`config.mk`:
```
export PLATFORM = sky130hd
export DESIGN_NAME = periph_bridge
export DESIGN_NICKNAME = d
export VERILOG_FILES = /design/src/rtl/bridge_pkg.sv /design/src/rtl/bridge_slot_decode.sv /design/src/rtl/bridge_seq.sv /design/src/rtl/bridge_rdmux.sv /design/src/rtl/periph_bridge.sv
export SDC_FILE = /design/constraint.sdc
export NUM_CORES = 1
export LEC_CHECK = 0
export ABC_CLOCK_PERIOD_IN_PS = 1600
export BUFFER_PORTS_ARGS = -buffer_cell sky130_fd_sc_hd__clkbuf_2
export CORE_MARGIN = 8
export CORE_UTILIZATION = 37
export DETAILED_ROUTE_END_ITERATION = 7
export PLACE_DENSITY = 0.88
export SLEW_MARGIN = 20
export SYNTH_ARGS = -nofsm -noshare
export SYNTH_HDL_FRONTEND = slang
export SYNTH_SLANG_ARGS = --single-unit
```
`constraint.sdc`:
```
create_clock -name clk -period 1.6 [get_ports clk]
set_clock_uncertainty 0.2 [all_clocks]
set_input_delay 0.24 -clock clk [delete_from_list [all_inputs] [get_ports clk]]
set_output_delay 0.24 -clock clk [all_outputs]
set_load 0.01 [all_outputs]
```
`src/rtl/bridge_pkg.sv`:
```
package bridge_pkg;

    typedef enum logic [2:0] {
        ST_IDLE   = 3'd0,
        ST_CAPT   = 3'd1,
        ST_SETUP  = 3'd2,
        ST_ENABLE = 3'd3,
        ST_ERRA   = 3'd4,
        ST_ERRB   = 3'd5
    } br_state_t;

    localparam logic [1:0] TR_IDLE   = 2'd0;
    localparam logic [1:0] TR_BUSY   = 2'd1;
    localparam logic [1:0] TR_NONSEQ = 2'd2;
    localparam logic [1:0] TR_SEQ    = 2'd3;

    function automatic logic trans_active(input logic [1:0] t);
        return (t == TR_NONSEQ) || (t == TR_SEQ);
    endfunction

    function automatic logic state_ready(input br_state_t s);
        return (s == ST_IDLE) || (s == ST_ENABLE) || (s == ST_ERRB);
    endfunction

endpackage

```
`src/rtl/bridge_slot_decode.sv`:
```
module bridge_slot_decode #(
    parameter int ADDR_W    = 16,
    parameter int SLOT_LSB  = 12,
    parameter int NUM_SLOTS = 4,
    parameter int SLOT_W    = 2
) (
    input  logic [ADDR_W-1:0] addr,
    output logic [SLOT_W-1:0] slot,
    output logic              mapped
);
    localparam int FIELD_W = ADDR_W - SLOT_LSB;

    logic [FIELD_W-1:0] field;

    assign field  = addr[ADDR_W-1:SLOT_LSB];
    assign mapped = field < FIELD_W'(NUM_SLOTS);
    assign slot   = field[SLOT_W-1:0];
endmodule

```
`src/rtl/bridge_seq.sv`:
```
module bridge_seq
    import bridge_pkg::*;
(
    input  logic      clk,
    input  logic      rst,
    input  logic      accept,
    input  logic      mapped,
    output br_state_t state_q
);
    br_state_t state_d;

    always_comb begin
        state_d = state_q;
        unique case (state_q)
            ST_IDLE, ST_ENABLE, ST_ERRB: begin
                if (accept) state_d = mapped ? ST_CAPT : ST_ERRA;
                else        state_d = ST_IDLE;
            end
            ST_CAPT:  state_d = ST_SETUP;
            ST_SETUP: state_d = ST_ENABLE;
            ST_ERRA:  state_d = ST_ERRB;
            default:  state_d = ST_IDLE;
        endcase
    end

    always_ff @(posedge clk) begin
        if (rst) state_q <= ST_IDLE;
        else     state_q <= state_d;
    end
endmodule

```
`src/rtl/bridge_rdmux.sv`:
```
module bridge_rdmux #(
    parameter int DATA_W    = 32,
    parameter int NUM_SLOTS = 4,
    parameter int SLOT_W    = 2
) (
    input  logic [NUM_SLOTS*DATA_W-1:0] bus,
    input  logic [SLOT_W-1:0]           idx,
    input  logic                        en,
    output logic [DATA_W-1:0]           out
);
    logic [DATA_W-1:0] slice [NUM_SLOTS];

    for (genvar g = 0; g < NUM_SLOTS; g++) begin : g_slice
        assign slice[g] = bus[g*DATA_W +: DATA_W];
    end

    assign out = en ? slice[idx] : '0;
endmodule

```
`src/rtl/periph_bridge.sv`:
```
module periph_bridge
    import bridge_pkg::*;
#(
    parameter int ADDR_W    = 16,
    parameter int DATA_W    = 32,
    parameter int NUM_SLOTS = 4,
    parameter int SLOT_LSB  = 12
) (
    input  logic                        clk,
    input  logic                        rst,
    input  logic                        hs_sel,
    input  logic [1:0]                  hs_trans,
    input  logic                        hs_write,
    input  logic [ADDR_W-1:0]           hs_addr,
    input  logic [DATA_W-1:0]           hs_wdata,
    input  logic                        hs_ready_in,
    output logic                        hs_ready_out,
    output logic                        hs_resp,
    output logic [DATA_W-1:0]           hs_rdata,
    output logic [NUM_SLOTS-1:0]        pb_sel,
    output logic                        pb_enable,
    output logic                        pb_write,
    output logic [ADDR_W-1:0]           pb_addr,
    output logic [DATA_W-1:0]           pb_wdata,
    input  logic [NUM_SLOTS*DATA_W-1:0] pb_rdata
);
    localparam int SLOT_W = (NUM_SLOTS > 1) ? $clog2(NUM_SLOTS) : 1;

    br_state_t         state_q;
    logic              accept;
    logic              dec_mapped;
    logic [SLOT_W-1:0] dec_slot;

    logic [ADDR_W-1:0] lat_addr;
    logic              lat_write;
    logic [SLOT_W-1:0] lat_slot;
    logic [SLOT_W-1:0] pb_slot_q;
    logic              pb_active;

    assign accept = hs_sel && trans_active(hs_trans) && hs_ready_in
                    && state_ready(state_q);

    bridge_slot_decode #(
        .ADDR_W(ADDR_W), .SLOT_LSB(SLOT_LSB),
        .NUM_SLOTS(NUM_SLOTS), .SLOT_W(SLOT_W)
    ) u_dec (
        .addr(hs_addr), .slot(dec_slot), .mapped(dec_mapped)
    );

    bridge_seq u_seq (
        .clk(clk), .rst(rst), .accept(accept),
        .mapped(dec_mapped), .state_q(state_q)
    );

    // Address-phase capture
    always_ff @(posedge clk) begin
        if (rst) begin
            lat_addr  <= '0;
            lat_write <= 1'b0;
            lat_slot  <= '0;
        end else if (accept) begin
            lat_addr  <= hs_addr;
            lat_write <= hs_write;
            lat_slot  <= dec_slot;
        end
    end

    // Peripheral-side registers: loaded only on entry to setup, frozen otherwise
    always_ff @(posedge clk) begin
        if (rst) begin
            pb_addr   <= '0;
            pb_write  <= 1'b0;
            pb_slot_q <= '0;
            pb_wdata  <= '0;
        end else if (state_q == ST_CAPT) begin
            pb_addr   <= lat_addr;
            pb_write  <= lat_write;
            pb_slot_q <= lat_slot;
            if (lat_write) pb_wdata <= hs_wdata;
        end
    end

    assign pb_active = (state_q == ST_SETUP) || (state_q == ST_ENABLE);
    assign pb_enable = (state_q == ST_ENABLE);

    for (genvar g = 0; g < NUM_SLOTS; g++) begin : g_sel
        assign pb_sel[g] = pb_active && (pb_slot_q == SLOT_W'(g));
    end

    bridge_rdmux #(
        .DATA_W(DATA_W), .NUM_SLOTS(NUM_SLOTS), .SLOT_W(SLOT_W)
    ) u_rdmux (
        .bus(pb_rdata), .idx(pb_slot_q),
        .en(pb_enable && !pb_write), .out(hs_rdata)
    );

    assign hs_ready_out = state_ready(state_q);
    assign hs_resp      = (state_q == ST_ERRA) || (state_q == ST_ERRB);
endmodule

```
==> results of run 1 <==
## report_power, final
| part | leakage, nW | switching, mW | internal (mW) |
|---|---|---|---|
| logic | 2.30 | 0.318 | 0.503 |
| registers | 0.560 | 0.0190 | 1.74 |
| clock network | 0.0964 | 0.655 | 0.759 |
| total | 2.96 | 0.992 | 3.01 |
## cell type report
type	count	area [sq um]
clock buffer	12	145
timing repair buffer	360	2470
clock inverter	4	47.5
multi-input combinational	287	2470
fill	779	3430
antenna	2	5.00
inverter	2	12.5
sequential	69	1390
tap	136	170
## worst min-delay path, cell delays in order
cell      delay [ns]
clkbuf_2        0.13
buf_12          0.24
a21oi_2         0.04
## cell usage after synthesis, drive strengths merged (2+ instances only)
library cell / instances / area (sq um)
a21oi: 50 / 254
mux2i: 17 / 170
clkbuf: 14 / 52.6
buf: 22 / 193
nand2b: 34 / 213
nor2b: 33 / 206
and2b: 2 / 17.5
dfxtp: 69 / 1380
mux4: 32 / 721
nor2: 3 / 11.3
nand2: 97 / 364
inv: 2 / 10.0
nor3b: 2 / 20.0
## repair_timing
| item | CTS | global route |
|---|---|---|
| buffers inserted | 5 | 5 |
| hold buffers | 49 | 0 |
| resized for setup | 37 | 82 |
| pin swaps | 16 | 5 |
| cloned | 0 | 6 |
| hold endpoints to repair | 49 | 0 |
| endpoints found under the setup margin | 44 | 107 |
## flip-flops by register name, indices dropped and copies added, names as in the netlist
register,cells
pb_write,1
lat_write,1
pb_wdata,32
pb_addr,16
lat_addr,16
u_seq.state_q,3
## layer usage
| layer | part of all wire, % | wire length, um | up-vias |
|---|---|---|---|
| met3 | 8.7 | 1460 | 75 |
| li1 | - | - | 2018 |
| met4 | 5.9 | 987 | 0 |
| met1 | 32 | 5400 | 2116 |
| met5 | 0 | 0 | - |
| met2 | 53 | 9010 | 249 |
## metrics by stage
step / hold slack (ns) / TNS [ns] / setup WS, ns / util [%] / cells
detailed placement: 0.240 / -6.36 / -0.259 / 53.8 / 791
global placement: 0.233 / -5.88 / -0.221 / 53.8 / 791
CTS: 0.147 / -24.12 / -0.618 / 62.2 / 861
finish: 0.162 / -21.41 / -0.602 / 66.2 / 872
global route: 0.176 / -27.28 / -0.685 / 66.2 / 871
floorplan: 0.176 / -4.43 / -0.144 / - / 394
## path summary, 6_finish.rpt
check / startpoint / endpoint / slack (ns)
worst min-delay path: rst / pb_addr[13]$_SDFFE_PP0P_ / 0.16
worst max-delay path: u_seq.state_q[0]$_SDFF_PP0_ / hs_rdata[8] / -0.60
worst min register to register: lat_addr[5]$_SDFFE_PP0P_ / pb_addr[5]$_SDFFE_PP0P_ / 0.25
worst max register to register: u_seq.state_q[2]$_SDFF_PP0_ / lat_addr[9]$_SDFFE_PP0P_ / -0.09
## cell families (layout without fill, tap and decap cells)
logic type	count (synthesis)	count (layout)
AO/OA/AOI/OAI	55	55
XOR/XNOR	2	2
buffers and inverters	38	378
flip-flops	69	69
multiplexers	49	49
other	0	2
AND/OR/NAND/NOR	181	181
==> metrics, run 1 <==
routed vias between 4,000 and 5,000; num ports roughly 270; share of layout cells above drive strength 1 about 63%; ANT nets after route 0; Worst path max stage delay 0.54 ns; CTS tree built; Worst-Skew Late Latency 0.34 ns; DIE WIDTH between 100 and 150 um; drt pass-1 iters 4; commonest non-fill, non-tap cell in the layout clkbuf_2; crit start category register; yosys warns 0; crit path max fanout 19; GRT met2 Usage between 40% and 50%; Post-synth EDFFs 0; global-route wire length before repair approximately 23,000 um; cell family with most CP delay simple AND/OR/NAND/NOR gates; Layout Nets slightly above 900; die span in y approximately 120 um; WP buf/inv 3; Worst Setup End Kind output port; Layout area overhead 77.6%; H-Tree Depth 3; PnR worst setup slack -0.602 ns; Final period util 138%; RSZ-0062 raised after global routing yes; largest net degree at the start of global routing a little under 60; arrival time worst endpoint roughly 1.8 ns; P per Cell Area between 500 and 600 nW/um^2; Slew @ Worst Pin approximately 0.38 ns; DR WL/cell between 15 and 20 um; initial drt markers around 320; Max Clk Rate between 0.4 and 0.5 GHz; GR Util met3 7.85%; number of port buffers 269; synthesized flop and latch total 69; GR Util met1 between 20% and 30%; Async SR Flop Fraction 0%; CTS clock-pin slew for the worst setup and hold paths roughly 0.08 ns; final slew viol count 0; max-cap violation count 0; Final GP Congestion between 0.9 and 1; Worst Path Required between 1 and 1.5 ns; post-synthesis sequential area ratio 36.6%; placed cell area around 5500 sq um; leak pwr just under 3 nW; root buf cell clkbuf_8; Critical Path, Cell by Cell inv_4, or4b_4, buf_12, nor2b_2, clkbuf_2; most frequent cells in the layout 258 x clkbuf_2, 70 x nand2_1, 64 x dfxtp_1, 49 x dlygate4sd3_1, 34 x nand2b_1; HP Class in2reg; Fin. Hold Viols 0; post-synthesis xor/xnor area fraction 0.662%; post-synthesis mux area share between 20% and 30%; outcome finished with violations; post-synthesis adder-cell area fraction 0%; GRT overflow 0; largest family of logic cells by synthesized area simple AND/OR/NAND/NOR gates; R2R cell count 6; Post-synth top flop dfxtp_1; Syn Nets roughly 580; Starting Density 37.3%; failing checks negative setup slack; final instance area ~6700 sq um; DP HPWL roughly 12,000 um; Tot Pwr approximately 4 mW; CTS buffer count 9; simple-gate area share of the yosys netlist between 20% and 30%; Yosys cell types 36; Clock Tree Buf Depth 2; Setup violations, final 98; Die Footprint around 14,000 sq um; Mapped Area 3780 sq um; initial antenna violation count 1; Crit path depth 5; post-layout min period around 2.2 ns; Compound-Gate Fraction of Synth Area between 7 and 8%; vias in the first global route between 4,000 and 5,000; area of the core 10,100 sq um; Vias/cell around 5.1; Rel. slew slack 74.9%; Cell Rows 37; GR peak layer met2; Setup Crit Path Kind reg2out; Hold Crit Depth 3; GRT Total Usage between 20 and 25%; Num Clock Sinks 69; worst vdd ir around 0.55 mV; post-synthesis instance total roughly 400; Remaining DRCs 0; syn avg cell area 9.59 sq um; routed wire length 16,900 um; worst-path cell with the longest stage delay or4b_4
No activity file was read; power rests on OpenSTA's default activity.
==> run 2, diff against run 1 <==
--- a/config.mk
+++ b/config.mk
@@ -10,7 +10,8 @@
 export CORE_MARGIN = 8
 export CORE_UTILIZATION = 37
 export DETAILED_ROUTE_END_ITERATION = 7
-export PLACE_DENSITY = 0.88
+export PLACE_DENSITY = 0.77
+export SKIP_LAST_GASP = 1
 export SLEW_MARGIN = 20
 export SYNTH_ARGS = -nofsm -noshare
 export SYNTH_HDL_FRONTEND = slang
==> metrics, run 2 (synthesis results as in run 1) <==
outcome finished with violations; failing checks negative setup slack; worst reg2reg path endpoint lat_addr[10]$_SDFFE_PP0P_; Layout Nets 905; Remaining DRCs 0; WP buf/inv 3; Die Footprint 13,700 sq um; root buf cell clkbuf_8; share of layout cells above drive strength 1 56.5%; number of port buffers 269; max-cap violation count 0; biggest regs pb_wdata (32), lat_addr (16), pb_addr (16); DP HPWL 11,700 um; initial drt markers 231; Worst Setup SP u_seq.state_q[0]$_SDFF_PP0_; Max Clk Rate between 0.4 and 0.5 GHz; routed vias between 4,000 and 5,000; Final GP Congestion about 1; drt pass-1 iters 4; worst-path cell with the longest stage delay or4b_4; largest net degree at the start of global routing 47; Sw Ratio 23.9%; Hold Crit Depth 2; GRT overflow 0; Clock Tree Buf Depth 2; Final TNS setup -20.42 ns; global-route wire length before repair 22,100 um; Crit path depth 5; Num Clock Sinks 69; ANT nets after route 0; GRT Total Usage 21.2%; Rel. slew slack about 82%; reg-to-reg startpoint u_seq.state_q[1]$_SDFF_PP0_; P per Cell Area roughly 600 nW/um^2; Cell Rows 37; post-layout min period roughly 2.2 ns; logic gate share of total power 19.7%; n_diodes 0; DR WL/cell around 18 um; die span in y 117 um; sequential power share 46.2%; Register-to-Register Setup Slack -0.10 ns; commonest non-fill, non-tap cell in the layout clkbuf_2; H-Tree Depth 3; final slew viol count 0; Fin. Hold Viols 0; Sw Pwr slightly above 0.9 mW; R2R cell count 6; internal power just under 3 mW; PnR worst setup slack -0.630 ns; dpl cells around 790; Worst Setup End Kind output port; CTS buffer count 9; Final period util 139%; DIE WIDTH between 100 and 150 um; Critical Path, Cell by Cell inv_4, or4b_4, buf_12, nor2b_2, clkbuf_2; Vias/cell slightly below 5; Worst path max stage delay 0.58 ns; cell family with most CP delay simple AND/OR/NAND/NOR gates; CTS tree built; area of the core 10,100 sq um; Slew @ Worst Pin 0.271 ns; Setup Crit Path Kind reg2out; worst setup path endpoint hs_rdata[29]; Setup violations, final 65; CTS clock-pin slew for the worst setup and hold paths ~0.070 ns; HP Class reg2reg; initial antenna violation count 0; arrival time worst endpoint 1.79 ns; crit start category register; clock share of power roughly 34%; crit path max fanout 10; Worst Path Required 1.16 ns; routed wire length between 15,000 and 20,000 um; most frequent cells in the layout 262 x clkbuf_2, 96 x nand2_1, 65 x dfxtp_1, 50 x dlygate4sd3_1, 37 x a21oi_1; leak pwr ~2.9 nW; flip-flop count of the largest register after layout 32; vias in the first global route approximately 4,300; Starting Density 37.3%; Post-Layout Cell Count approximately 860; Worst-Skew Late Latency between 0.3 and 0.4 ns; worst vdd ir between 0.6 and 0.7 mV; register with the most flip-flops pb_wdata; num ports 271; Layout area overhead 68.9%; RSZ-0062 raised after global routing yes
run 2: through the flow:
stage | instance area [sq um] | total power, mW | setup WS [ns] | utilization (%) | hold WS, ns
after CTS | 6220 | 3.82 | -0.659 | 61.4 | 0.249
after floorplan | 3910 | 2.09 | -0.144 | - | 0.176
after global placement | 5430 | 2.38 | -0.246 | 53.5 | 0.238
after global routing | 6380 | 3.98 | -0.696 | 62.9 | 0.264
final | 6380 | 3.82 | -0.630 | 62.9 | 0.250
after detailed placement | 5430 | 2.39 | -0.283 | 53.5 | 0.244
run 2: power groups by stage:
| stage | Sequential [mW] | Clock [mW] | Combinational [mW] |
|---|---|---|---|
| 2_1_floorplan | 1.80 | 0 | 0.290 |
| 3_3_place_gp | 1.80 | 0 | 0.576 |
| 3_5_place_dp | 1.80 | 0 | 0.592 |
| 4_1_cts | 1.76 | 1.33 | 0.728 |
| 5_1_grt | 1.77 | 1.41 | 0.809 |
| 6_report | 1.77 | 1.30 | 0.753 |
run 2: how the worst min path moves through the flow:
stage	startpoint	endpoint	slack, ns
floorplan	hs_wdata[0]	pb_wdata[0]$_SDFFE_PP0P_	0.18
global placement	lat_addr[12]$_SDFFE_PP0P_	pb_addr[12]$_SDFFE_PP0P_	0.24
detailed placement	lat_addr[9]$_SDFFE_PP0P_	pb_addr[9]$_SDFFE_PP0P_	0.24
CTS	lat_addr[9]$_SDFFE_PP0P_	pb_addr[9]$_SDFFE_PP0P_	0.25
global route	lat_addr[9]$_SDFFE_PP0P_	pb_addr[9]$_SDFFE_PP0P_	0.26
finish	lat_addr[14]$_SDFFE_PP0P_	pb_addr[14]$_SDFFE_PP0P_	0.25
run 2: metal layers:
| layer | global-route usage, % | share of wire (%) |
|---|---|---|
| met4 | 11.9 | 4.2 |
| met3 | 5.64 | 8.2 |
| met2 | 40.5 | 54 |
| met1 | 20.0 | 33 |
| met5 | 0 | 0 |
run 2: what timing repair did:
| action | 4_1_cts | 5_1_grt |
|---|---|---|
| gates cloned | 1 | 4 |
| buffers inserted | 5 | 0 |
| pin swaps | 5 | 0 |
| resized for setup | 20 | 26 |
| endpoints found under the hold margin | 50 | 0 |
| hold buffers | 50 | 0 |
| setup endpoints to repair | 41 | 107 |
run 2: worst min-delay path: stages, from the launching register on:
cell     delay, ns
dfxtp_1       0.31
nand2_1       0.05
a21oi_1       0.05
run 2: final cells by class:
| cell class | instances | area (sq um) |
|---|---|---|
| multi-input cells | 287 | 2320 |
| clock inverters | 1 | 5.00 |
| repair buffers | 353 | 2310 |
| well taps | 136 | 170 |
| flip-flops and latches | 69 | 1390 |
| inverters | 2 | 10.0 |
| fillers | 814 | 3760 |
| clock buffers | 15 | 176 |
